### config.mk
export PLATFORM = sky130hd
export DESIGN_NAME = spi_reg_slave
export DESIGN_NICKNAME = d
export VERILOG_FILES = /design/src/rtl/spi_reg_slave.sv
export SDC_FILE = /design/constraint.sdc
export NUM_CORES = 1
export LEC_CHECK = 0
export BUFFER_PORTS_ARGS = -buffer_cell sky130_fd_sc_hd__buf_2
export CAP_MARGIN = 30
export CORE_MARGIN = 3
export CORE_UTILIZATION = 55
export DETAILED_ROUTE_END_ITERATION = 6
export PLACE_DENSITY = 0.75
export SETUP_SLACK_MARGIN = 0.02
export SYNTH_ARGS = -nofsm -noshare
export SYNTH_HDL_FRONTEND = slang
export SYNTH_SLANG_ARGS = --single-unit
### constraint.sdc
create_clock -name clk -period 2.3 [get_ports clk]
set_input_delay 0.115 -clock clk [delete_from_list [all_inputs] [get_ports clk]]
set_output_delay 0.115 -clock clk [all_outputs]
set_load 0.05 [all_outputs]
### src/rtl/spi_reg_slave.sv
module spi_reg_slave #(
  parameter int AW = 14,
  parameter int DW = 8,
  parameter int ORD_BIT_A = 3,
  parameter int ORD_BIT_B = 4
) (
  input  logic          clk,
  input  logic          rst_n,
  input  logic          cpol,
  input  logic          cpha,
  input  logic          ss_n,
  input  logic          sck,
  input  logic          mosi,
  output logic          miso,
  output logic          miso_oe,
  output logic [AW-1:0] reg_addr,
  output logic [DW-1:0] reg_wdata,
  output logic          reg_we,
  output logic          reg_re,
  input  logic [DW-1:0] reg_rdata
);
  localparam int CB = AW + 2;
  localparam int BW = $clog2(CB);
  localparam int TW = $clog2(DW);
  localparam logic [AW-1:0] TOP = '1;

  logic [2:0] sck_p;
  logic [1:0] ss_p, mosi_p;

  always_ff @(posedge clk or negedge rst_n)
    if (!rst_n) begin
      sck_p <= '0; ss_p <= 2'b11; mosi_p <= '0;
    end else begin
      sck_p <= {sck_p[1:0], sck};
      ss_p <= {ss_p[0], ss_n};
      mosi_p <= {mosi_p[0], mosi};
    end

  wire sck_r  = sck_p[1] & ~sck_p[2];
  wire sck_f  = ~sck_p[1] & sck_p[2];
  wire lead   = cpol ? sck_f : sck_r;
  wire trail  = cpol ? sck_r : sck_f;
  wire active = ~ss_p[1];
  wire samp   = active & (cpha ? trail : lead);
  wire shft   = active & (cpha ? lead : trail);
  wire din    = mosi_p[1];

  logic [CB-2:0] ctrl_sr;
  logic [BW-1:0] bcnt;
  logic          in_data, rd_q, burst, done;
  logic [DW-1:0] rx_sr, tx_sr, pf;
  logic [TW-1:0] rx_cnt, tx_cnt;
  logic [AW-1:0] cur, addr_q, a_rev;
  logic [DW-1:0] wdata_q, ord_byte;
  logic [1:0]    ord;
  logic          w_q, f_q, f_top, oe_q, miso_q;

  wire          lsb    = |ord;
  wire [CB-1:0] cw     = {ctrl_sr, din};
  wire [AW-1:0] a_raw  = cw[CB-2:1];
  wire [AW-1:0] a_dec  = lsb ? a_rev : a_raw;
  wire [AW-1:0] cur_nx = cur + 1'b1;
  wire [DW-1:0] rx_nb  = lsb ? {din, rx_sr[DW-1:1]} : {rx_sr[DW-2:0], din};

  always_comb
    for (int i = 0; i < AW; i++) a_rev[i] = a_raw[AW-1-i];

  always_comb begin
    ord_byte = '0;
    ord_byte[ORD_BIT_A] = ord[0];
    ord_byte[ORD_BIT_B] = ord[1];
  end

  always_ff @(posedge clk or negedge rst_n)
    if (!rst_n) begin
      ctrl_sr <= '0; bcnt <= '0; in_data <= 1'b0; rd_q <= 1'b0; burst <= 1'b0;
      done <= 1'b0; rx_sr <= '0; tx_sr <= '0; pf <= '0; rx_cnt <= '0; tx_cnt <= '0;
      cur <= '0; addr_q <= '0; wdata_q <= '0; ord <= '0; w_q <= 1'b0;
      f_q <= 1'b0; f_top <= 1'b0; oe_q <= 1'b0; miso_q <= 1'b0;
    end else begin
      w_q <= 1'b0;
      f_q <= 1'b0;
      if (f_q) pf <= f_top ? ord_byte : reg_rdata;
      if (!active) begin
        bcnt <= '0; in_data <= 1'b0; done <= 1'b0;
        rx_cnt <= '0; tx_cnt <= '0; oe_q <= 1'b0;
      end else if (!in_data) begin
        if (samp) begin
          ctrl_sr <= cw[CB-2:0];
          bcnt <= bcnt + 1'b1;
          if (bcnt == BW'(CB - 1)) begin
            in_data <= 1'b1;
            rd_q <= cw[CB-1];
            burst <= cw[0];
            cur <= a_dec;
            if (cw[CB-1]) begin
              f_q <= 1'b1; f_top <= (a_dec == TOP); addr_q <= a_dec;
            end
          end
        end
      end else if (!rd_q) begin
        if (samp && !done) begin
          rx_sr <= rx_nb;
          rx_cnt <= (rx_cnt == TW'(DW - 1)) ? '0 : rx_cnt + 1'b1;
          if (rx_cnt == TW'(DW - 1)) begin
            if (cur == TOP) ord <= {rx_nb[ORD_BIT_B], rx_nb[ORD_BIT_A]};
            else begin
              w_q <= 1'b1; addr_q <= cur; wdata_q <= rx_nb;
            end
            cur <= cur_nx;
            if (!burst) done <= 1'b1;
          end
        end
      end else if (shft) begin
        if (done) oe_q <= 1'b0;
        else if (tx_cnt == '0) begin
          miso_q <= lsb ? pf[0] : pf[DW-1];
          tx_sr <= lsb ? (pf >> 1) : (pf << 1);
          tx_cnt <= TW'(DW - 1);
          oe_q <= 1'b1;
          if (burst) begin
            cur <= cur_nx; f_q <= 1'b1; f_top <= (cur_nx == TOP); addr_q <= cur_nx;
          end
        end else begin
          miso_q <= lsb ? tx_sr[0] : tx_sr[DW-1];
          tx_sr <= lsb ? (tx_sr >> 1) : (tx_sr << 1);
          tx_cnt <= tx_cnt - 1'b1;
          if (tx_cnt == TW'(1) && !burst) done <= 1'b1;
        end
      end
    end

  assign reg_addr  = addr_q;
  assign reg_wdata = wdata_q;
  assign reg_we    = w_q;
  assign reg_re    = f_q & ~f_top;
  assign miso_oe   = oe_q;
  assign miso      = oe_q ? miso_q : 1'b0;

  assert_we_pulse_R12: assert property (@(posedge clk) disable iff (!rst_n)
    reg_we |=> !reg_we);
  assert_re_pulse_R12: assert property (@(posedge clk) disable iff (!rst_n)
    reg_re |=> !reg_re);
  assert_we_re_excl_R12: assert property (@(posedge clk) disable iff (!rst_n)
    !(reg_we && reg_re));
  assert_we_only_write_R3: assert property (@(posedge clk) disable iff (!rst_n)
    reg_we |-> !rd_q);
  assert_re_only_read_R5: assert property (@(posedge clk) disable iff (!rst_n)
    reg_re |-> rd_q);
  assert_top_internal_R7: assert property (@(posedge clk) disable iff (!rst_n)
    (reg_we || reg_re) |-> reg_addr != TOP);
  assert_oe_idle_R11: assert property (@(posedge clk) disable iff (!rst_n)
    (ss_p[1] && $past(ss_p[1])) |-> !miso_oe);
  assert_oe_no_write_R11: assert property (@(posedge clk) disable iff (!rst_n)
    miso_oe |-> rd_q);
  assert_miso_quiet_R11: assert property (@(posedge clk) disable iff (!rst_n)
    !miso_oe |-> !miso);
endmodule

== Yosys cells after proc, flatten, opt, wreduce, memory -nomap -nowiden ==
Cells that the tools add are included.
Storage, ports and cells
  flip-flop bits (word level): 103
  bits in latches: 0
  bits in writable memories: 0
  ROM bits: 0
  input bits: 15
  output and inout bits: 26
  word-level logic and storage cells: 185
  memories kept: 0
Cells by class
  add/subtract/negate cells: 4
  $mul: 0
  div/mod/pow operators: 0
  order comparisons: 0
  equal/unequal tests: 23
  shifts and indexed selects: 0
  muxes and demuxes: 91
  bitwise gates (word level): 13
  reduce and logical (&&, ||, !) cells: 31
Operator list (number)
  14-bit two-way mux: 19
  1-bit two-way mux: 53
  14-bit equality test (second input constant): 3
  8-bit two-way mux: 5
  3-bit two-way mux: 11
  9-bit AND reduction: 2
  4-bit AND reduction: 4
  2-bit nonzero test: 8
  3-bit != test (second input constant): 5
  14-bit by 1-bit adder with 14-bit output (second input constant): 1
  4-bit two-way mux: 3
  6-bit AND reduction: 2
  11-bit AND reduction: 1
  2-bit != test (second input constant): 5
  5-bit AND reduction: 2
  3-bit nonzero test: 3
  1-bit inverter: 8
  2-bit by 1-bit != test with 1-bit output (second input constant): 3
  3-bit by 1-bit != test with 1-bit output (second input constant): 2
  3-bit by 2-bit != test with 1-bit output (second input constant): 2
  3-bit AND reduction: 2
  1-bit AND: 5
  4-bit by 1-bit adder with 4-bit output (second input constant): 1
  4-bit equality test (second input constant): 1
  other kinds (9): 11

== Depth between registers and ports, before layout ==
Gate-level depths: netlist (run 1).
  word-level depth: 10
  gate-level depth with buffers: 10
  depth with buffers taken out: 8

== Least setup slack after synthesis (run 1) ==
No wires, ideal clock.
  path kind: reg2reg
  from: register rx_cnt[0]
  to: register addr_q[10], in the netlist reg_addr[10]
  library setup time: 0.125 ns
  data arrival time: 2.394 ns
  data required time: 2.175 ns
  setup slack: -0.219 ns
  cell stages (with the launch flop): 11
  path buffers: 2
  clock period less this slack: 2.519 ns
  cells stage by stage: dfrtp_1 ha_1 ha_1 inv_1 nor4_1 a21oi_1 or4b_1 buf_2 a211o_4 buf_6 mux2_4
Between the ends
  word-level cells in the longest chain between the ends: 3
RTL lines
  start, declared: line 52  | logic [TW-1:0] rx_cnt, tx_cnt;
  start signal, assigned: line 104  | rx_cnt <= (rx_cnt == TW'(DW - 1)) ? '0 : rx_cnt + 1'b1;
  3-bit equality test: line 105  | if (rx_cnt == TW'(DW - 1)) begin
  3-bit by 1-bit != test with 1-bit output (no line)
  11-bit AND reduction (no line)
  end signal, assigned: line 97  | f_q <= 1'b1; f_top <= (a_dec == TOP); addr_q <= a_dec;
  end signal, assigned: line 108  | w_q <= 1'b1; addr_q <= cur; wdata_q <= rx_nb;
  end signal, assigned: line 122  | cur <= cur_nx; f_q <= 1'b1; f_top <= (cur_nx == TOP); addr_q <= cur_nx;
  end, declared: line 53  | logic [AW-1:0] cur, addr_q, a_rev;
Every way passes these cells.
A chain may end at the register's enable or synchronous reset.

== Worst setup path after layout (run 1) ==
  from: register rx_cnt[0]
  to: register addr_q[5], in the netlist reg_addr[5]
The elaborated chain is that of the path after synthesis.

==> flow_summary.ini, run 1 <==
[clocking]
cts_num_sinks = 103
clk_pin_slew_ns = 0.11
cts_tree = done
root_buffer = clkbuf_8
clock_latency_ns = 0.39
cts.htree.levels = 3
numCtsBuffers = 9
clk_path_buf_depth = 2

[sta]
finalMaxSlewViolations = 0
relSlewSlack = 0.490
finalSetupViolCount = 14
clock_skew_ns = 0.0124
min_period_ns = 2.37
tns_ns = -0.814
fin_crit_sh = 1.03
worstMarginPinSlew_ns = 0.763
fin_ws_ns = -0.0695
hold_ws_ns = 0.0377
fmaxAchievable_mhz = 422
hold_violations = 0
grt_setup_unrepaired = true

[logic_synthesis]
yosys.area.top_type = dfrtp_1
netlist_instances = 537
synth-edff-count = 0
post_synth_num_cell_types = 59
synthTopCellsByArea = dfrtp_1 (46%), mux2i_1 (5.5%), nand2_1 (5.0%), mux2_2 (4.7%), o21ai_0 (3.1%)
yosysMostFrequentCell = dfrtp_1
ys_seq_area_frac = 0.469
synth_fp_nets = 559
yosys_warnings = 0
synth_common_cells = dfrtp_1 (101), nand2_1 (73), o21ai_0 (34), mux2i_1 (30), clkbuf_1 (29)
synth-seq-cells = 103
synth-main-ff-cell = dfrtp_1
async_reset_ff_frac = 1.00
synth_top_area_share = 0.459
syn_avg_cell_area_um2 = 10.3
synth_area_um2 = 5510

[detailed_routing]
drt-initial-drc-count = 348
wirelength_met1_mm = 6.03
wirelength_mm = 13.7
ant_nets = 0
wl_met2_mm = 6.59
route.vias.total = 4538
drtPass1Iterations = 5
highest_layer = met4
dr_wl_met3_um = 785
drc_errors = 0
viasPerCell = 5.93
wl_per_cell_um = 17.9

[setup_path]
reg2reg_to = reg_addr[5]$_DFFE_PN0P_
worstPathMaxFanout = 7
critical_path_required_ns = 2.58
reg2reg_from = rx_cnt[0]$_DFFE_PN0P_
cpPeakStageDelay_ns = 0.53
crit_chain = ha_2, ha_4, inv_4, nor4_4, a21oi_2, or4b_4, a211o_4, mux2_4
reg2reg_depth = 8
crit_slowest_cell = or4b_4
rrSetupSlack_ns = -0.07
critPathTopFamily = simple AND/OR/NAND/NOR gates
cp-end-kind = register
critical_path_buf_inv_count = 1
critPathLaunchType = register
critical_path_class = register to register
cp.arrival_ns = 2.64

[placed_design]
io_buffer_count = 40
gp_congestion = 0.872
dp_hpwl_mm = 9.46

[global_route]
overflow = 0
antenna_found_initial = 0
track_usage = 0.258
grt_pass1_wl_mm = 22.9
grt_pass1_vias = 4420
grt_max_degree = 61

[floorplan]
die_y_um = 106
core_um2 = 9500
rows = 35
dieWidth_um = 106
die_area_um2 = 11200
ioPinCount = 41
initial_core_util = 0.579

[power]
leakage_nw = 3.08
peakVddDrop_uv = 574
powerDensity_nw_per_um2 = 572

[final_layout]
drive_gt1_frac = 0.311
n_antenna_cell = 0
fillers = 721
area.growth.synth_to_final_pct = 21.4
nNetsFinal = 653

[run_status]
violations = setup timing
status = finished with violations

[min_path]
worstHoldPathType = input pin to register
min_from = reg_rdata[4]
hold_depth = 3
hold_end = pf[4]$_DFFE_PN0P_

[run]
drv_cap = 0
## per-stage QoR
| step | instance area [um^2] | setup slack (ns) | utilization | std cells | power [W] |
|---|---|---|---|---|---|
| after floorplan | 5550 | -0.126 | - | 537 | 0.00238 |
| after global placement | 6230 | -0.0298 | 0.656 | 730 | 0.00258 |
| after detailed placement | 6230 | -0.118 | 0.656 | 730 | 0.00261 |
| after CTS | 6610 | -0.116 | 0.696 | 762 | 0.00383 |
| after global routing | 6690 | -0.146 | 0.704 | 765 | 0.00399 |
| final | 6690 | -0.0695 | 0.704 | 765 | 0.00382 |
## flip-flops by register name, summed over array words and instances (netlist names), 2 cells and up
| register | count |
|---|---|
| ord | 2 |
| reg_wdata | 8 |
| mosi_p | 2 |
| cur | 14 |
| sck_p | 3 |
| rx_cnt | 3 |
| pf | 8 |
| tx_cnt | 3 |
| rx_sr | 8 |
| bcnt | 4 |
| tx_sr | 8 |
| ss_p | 2 |
| ctrl_sr | 15 |
| reg_addr | 14 |
## cell type report
type                    count  area [um^2]  share of cell area
multi-input cells         382         2810               0.421
flip-flops and latches    103         2580               0.386
inverters                  18         70.1              0.0105
repair buffers            117          851               0.127
clock buffers               9          124              0.0185
well taps                 129          161              0.0241
clock inverters             7         86.3              0.0129
## power by group
part           switching, W  leakage, nW  internal [W]
combinational      0.000289         1.64      0.000270
sequential         0.000136         1.34       0.00191
clock              0.000688        0.108      0.000526
total               0.00111         3.08       0.00271
## metal layers
metal  vias to the layer above  GRT usage
li1                       2116          -
met1                      2225      0.362
met2                       166      0.411
met3                        31     0.0480
met4                         0     0.0786
met5                         -          0
## placed cells by master, fill, tap and decap left out, types with 3 or more instances in the layout
| cell type | n |
|---|---|
| nor2b_1 | 7 |
| dlygate4sd3_1 | 10 |
| nor2_1 | 26 |
| o31ai_1 | 6 |
| nand4_1 | 10 |
| ha_1 | 5 |
| xor2_1 | 9 |
| buf_4 | 63 |
| nand3_1 | 19 |
| buf_2 | 39 |
| mux4_2 | 7 |
| buf_12 | 3 |
| a21oi_1 | 14 |
| a31o_2 | 5 |
| a311oi_1 | 3 |
| inv_6 | 4 |
| mux2_4 | 9 |
| mux2_2 | 23 |
| and2_1 | 6 |
| a222oi_1 | 5 |
| a221o_1 | 3 |
| nand2b_1 | 5 |
| xnor2_1 | 13 |
| o21a_1 | 3 |
| dfrtp_1 | 99 |
| nor3_1 | 7 |
| or2_2 | 6 |
| clkbuf_8 | 9 |
| o21ai_0 | 32 |
| mux2i_1 | 29 |
| a211oi_1 | 10 |
| nand2_1 | 73 |
| inv_1 | 17 |
## how the worst max path moves through the flow
| stage | to | from | depth (start not counted) | slack [ns] |
|---|---|---|---|---|
| 4_1_cts | reg_addr[5]$_DFFE_PN0P_ | rx_cnt[0]$_DFFE_PN0P_ | 8 | -0.12 |
| 6_report | reg_addr[5]$_DFFE_PN0P_ | rx_cnt[0]$_DFFE_PN0P_ | 8 | -0.07 |
| 3_5_place_dp | reg_addr[10]$_DFFE_PN0P_ | rx_cnt[1]$_DFFE_PN0P_ | 8 | -0.12 |
| 5_1_grt | reg_addr[5]$_DFFE_PN0P_ | sck_p[2]$_DFF_PN0_ | 6 | -0.15 |
| 2_1_floorplan | reg_addr[10]$_DFFE_PN0P_ | rx_cnt[0]$_DFFE_PN0P_ | 10 | -0.13 |
| 3_3_place_gp | reg_addr[4]$_DFFE_PN0P_ | rx_cnt[0]$_DFFE_PN0P_ | 8 | -0.03 |
## worst reg2reg max path: stages, from the launching register on
cell     delay, ns
dfrtp_1       0.37
ha_2          0.20
ha_4          0.14
inv_4         0.04
nor4_4        0.17
a21oi_2       0.11
or4b_4        0.53
a211o_4       0.37
mux2_4        0.32
## kinds of logic after synthesis
family / synth area share
compound gates: 0.130
mux: 0.155
buf+inv: 0.0377
xor+xnor: 0.0379
fa+ha+maj: 0.0159
flops: 0.469
simple gates: 0.155
## repair_timing
item / 4_1_cts / 5_1_grt
setup buffers: 5 / 3
gates cloned: 1 / 0
hold buffers: 10 / 0
setup endpoints to repair: 24 / 37
hold endpoints to repair: 52 / 0
resized for setup: 5 / 16
pin swaps: 3 / 6
No activity file was read; power rests on OpenSTA's default activity.
==> run 2, diff against run 1 <==
--- a/config.mk
+++ b/config.mk
@@ -10,7 +10,7 @@
 export CORE_MARGIN = 3
 export CORE_UTILIZATION = 55
 export DETAILED_ROUTE_END_ITERATION = 6
-export PLACE_DENSITY = 0.75
+export PLACE_DENSITY = 0.77
 export SETUP_SLACK_MARGIN = 0.02
 export SYNTH_ARGS = -nofsm -noshare
 export SYNTH_HDL_FRONTEND = slang
==> flow_summary.ini, run 2 (synthesis gave the netlist of run 1 again) <==
[floorplan]
dieWidth_um = 106
rows = 35
die_area_um2 = 11200
core_um2 = 9500
die_y_um = 106
initial_core_util = 0.579
ioPinCount = 41

[clocking]
cts_tree = done
cts_num_sinks = 103
cts.htree.levels = 3
root_buffer = clkbuf_8
numCtsBuffers = 9
clk_pin_slew_ns = 0.11
clk_path_buf_depth = 2
clock_latency_ns = 0.39

[placed_design]
io_buffer_count = 40
gp_congestion = 0.965
dp_hpwl_mm = 9.54
place_inst = 723
place_area_um2 = 6170

[sta]
worstMarginPinSlew_ns = 0.683
hold_violations = 0
finalSetupViolCount = 8
finalMaxSlewViolations = 0
fmaxAchievable_mhz = 424
grt_setup_unrepaired = true
fin_crit_sh = 1.03
min_period_ns = 2.36
clock_skew_ns = 0.0135
relSlewSlack = 0.543
fin_ws_ns = -0.0583

[final_layout]
layout_commonest_cell = dfrtp_1
stdcell_area_um2 = 6630
nNetsFinal = 649
fillers = 711
fin_cells = 761
n_antenna_cell = 0
largest_register = ctrl_sr
area.growth.synth_to_final_pct = 20.4
largest_reg_flops = 15
final_cell_mix = dfrtp_1 (101), nand2_1 (73), buf_4 (56), buf_2 (39), o21ai_0 (31)
drive_gt1_frac = 0.301

[detailed_routing]
ant_nets = 0
route.vias.total = 4485
drt-initial-drc-count = 327
wl_per_cell_um = 18.0
drtPass1Iterations = 5
viasPerCell = 5.89
drc_errors = 0
wirelength_mm = 13.7

[setup_path]
cpPeakStageDelay_ns = 0.54
crit_slowest_cell = or4b_4
rrSetupSlack_ns = -0.06
worstPathMaxFanout = 7
critPathLaunchType = register
reg2reg_depth = 8
crit_chain = ha_2, ha_4, inv_4, nor4_4, a21oi_2, or4b_4, a211o_4, mux2_4
cp.arrival_ns = 2.63
path_depth = 8
critical_path_required_ns = 2.57
critPathTopFamily = simple AND/OR/NAND/NOR gates
critical_path_buf_inv_count = 1
critical_path_class = register to register
reg2reg_from = rx_cnt[1]$_DFFE_PN0P_
cp-end-kind = register
reg2reg_to = reg_addr[7]$_DFFE_PN0P_

[min_path]
worstHoldPathType = input pin to register
min_from = reg_rdata[3]
hold_end = pf[3]$_DFFE_PN0P_
hold_depth = 3

[run_status]
status = finished with violations
violations = setup timing

[power]
leakage_nw = 3.04
finalPower_w = 0.00371
powerDensity_nw_per_um2 = 560
peakVddDrop_uv = 547

[global_route]
grt_max_degree = 68
antenna_found_initial = 0
track_usage = 0.259
grt_pass1_vias = 4532
overflow = 0
grt_pass1_wl_mm = 22.9

[run]
drv_cap = 0
-- run 2: how the worst max path moves through the flow --
stage,endpoint,from
CTS,reg_addr[12]$_DFFE_PN0P_,rx_cnt[1]$_DFFE_PN0P_
finish,reg_addr[7]$_DFFE_PN0P_,rx_cnt[1]$_DFFE_PN0P_
global placement,reg_addr[5]$_DFFE_PN0P_,rx_cnt[0]$_DFFE_PN0P_
global route,reg_addr[12]$_DFFE_PN0P_,rx_cnt[0]$_DFFE_PN0P_
detailed placement,reg_addr[12]$_DFFE_PN0P_,rx_cnt[1]$_DFFE_PN0P_
floorplan,reg_addr[10]$_DFFE_PN0P_,rx_cnt[0]$_DFFE_PN0P_
-- run 2: worst register-to-register path, cell delays in order (launching register included) --
cell and delay [ns]:
dfrtp_1 0.37, ha_2 0.19, ha_4 0.14, inv_4 0.04, nor4_4 0.17, a21oi_2 0.11
or4b_4 0.54, a211o_4 0.38, mux2_4 0.32
-- run 2: report_power, final --
group	internal (W)	leakage, nW	switching, W	total [W]
Combinational	0.000262	1.61	0.000292	0.000554
Clock	0.000418	0.0903	0.000693	0.00111
Sequential	0.00191	1.34	0.000137	0.00205
-- run 2: through the flow --
stage	utilization	setup slack, ns	hold WS (ns)	setup TNS [ns]
2_1_floorplan	-	-0.126	-0.181	-1.13
3_3_place_gp	0.649	-0.0136	0.112	-0.114
3_5_place_dp	0.649	-0.0712	0.113	-0.652
4_1_cts	0.689	-0.0274	0.0323	-0.169
5_1_grt	0.697	-0.141	0.0680	-1.79
6_report	0.697	-0.0583	0.0385	-0.396
-- run 2: cell type report --
cell class / count / area [um^2] / share of cell area
Timing Repair Buffer: 113 / 815 / 0.123
Clock inverter: 7 / 63.8 / 0.00963
Clock buffer: 9 / 124 / 0.0187
Inverter: 18 / 70.1 / 0.0106
Multi-Input combinational cell: 382 / 2810 / 0.425
Sequential cell: 103 / 2580 / 0.389
Tap cell: 129 / 161 / 0.0244
-- run 2: metal layers --
layer | vias to the layer above | track usage | part of all wire
met3 | 19 | 0.0455 | 0.060
met4 | 0 | 0.0860 | 0.016
met5 | - | 0 | 0
met1 | 2225 | 0.359 | 0.44
li1 | 2096 | - | -
met2 | 145 | 0.417 | 0.48
-- run 2: timing repair --
| action | in CTS | in global routing |
|---|---|---|
| hold endpoints to repair | 45 | 0 |
| cloned | 1 | 0 |
| pin swaps | 1 | 4 |
| setup endpoints to repair | 15 | 35 |
| gates resized for setup | 6 | 16 |
| buffers inserted | 8 | 4 |
| hold buffers | 10 | 0 |
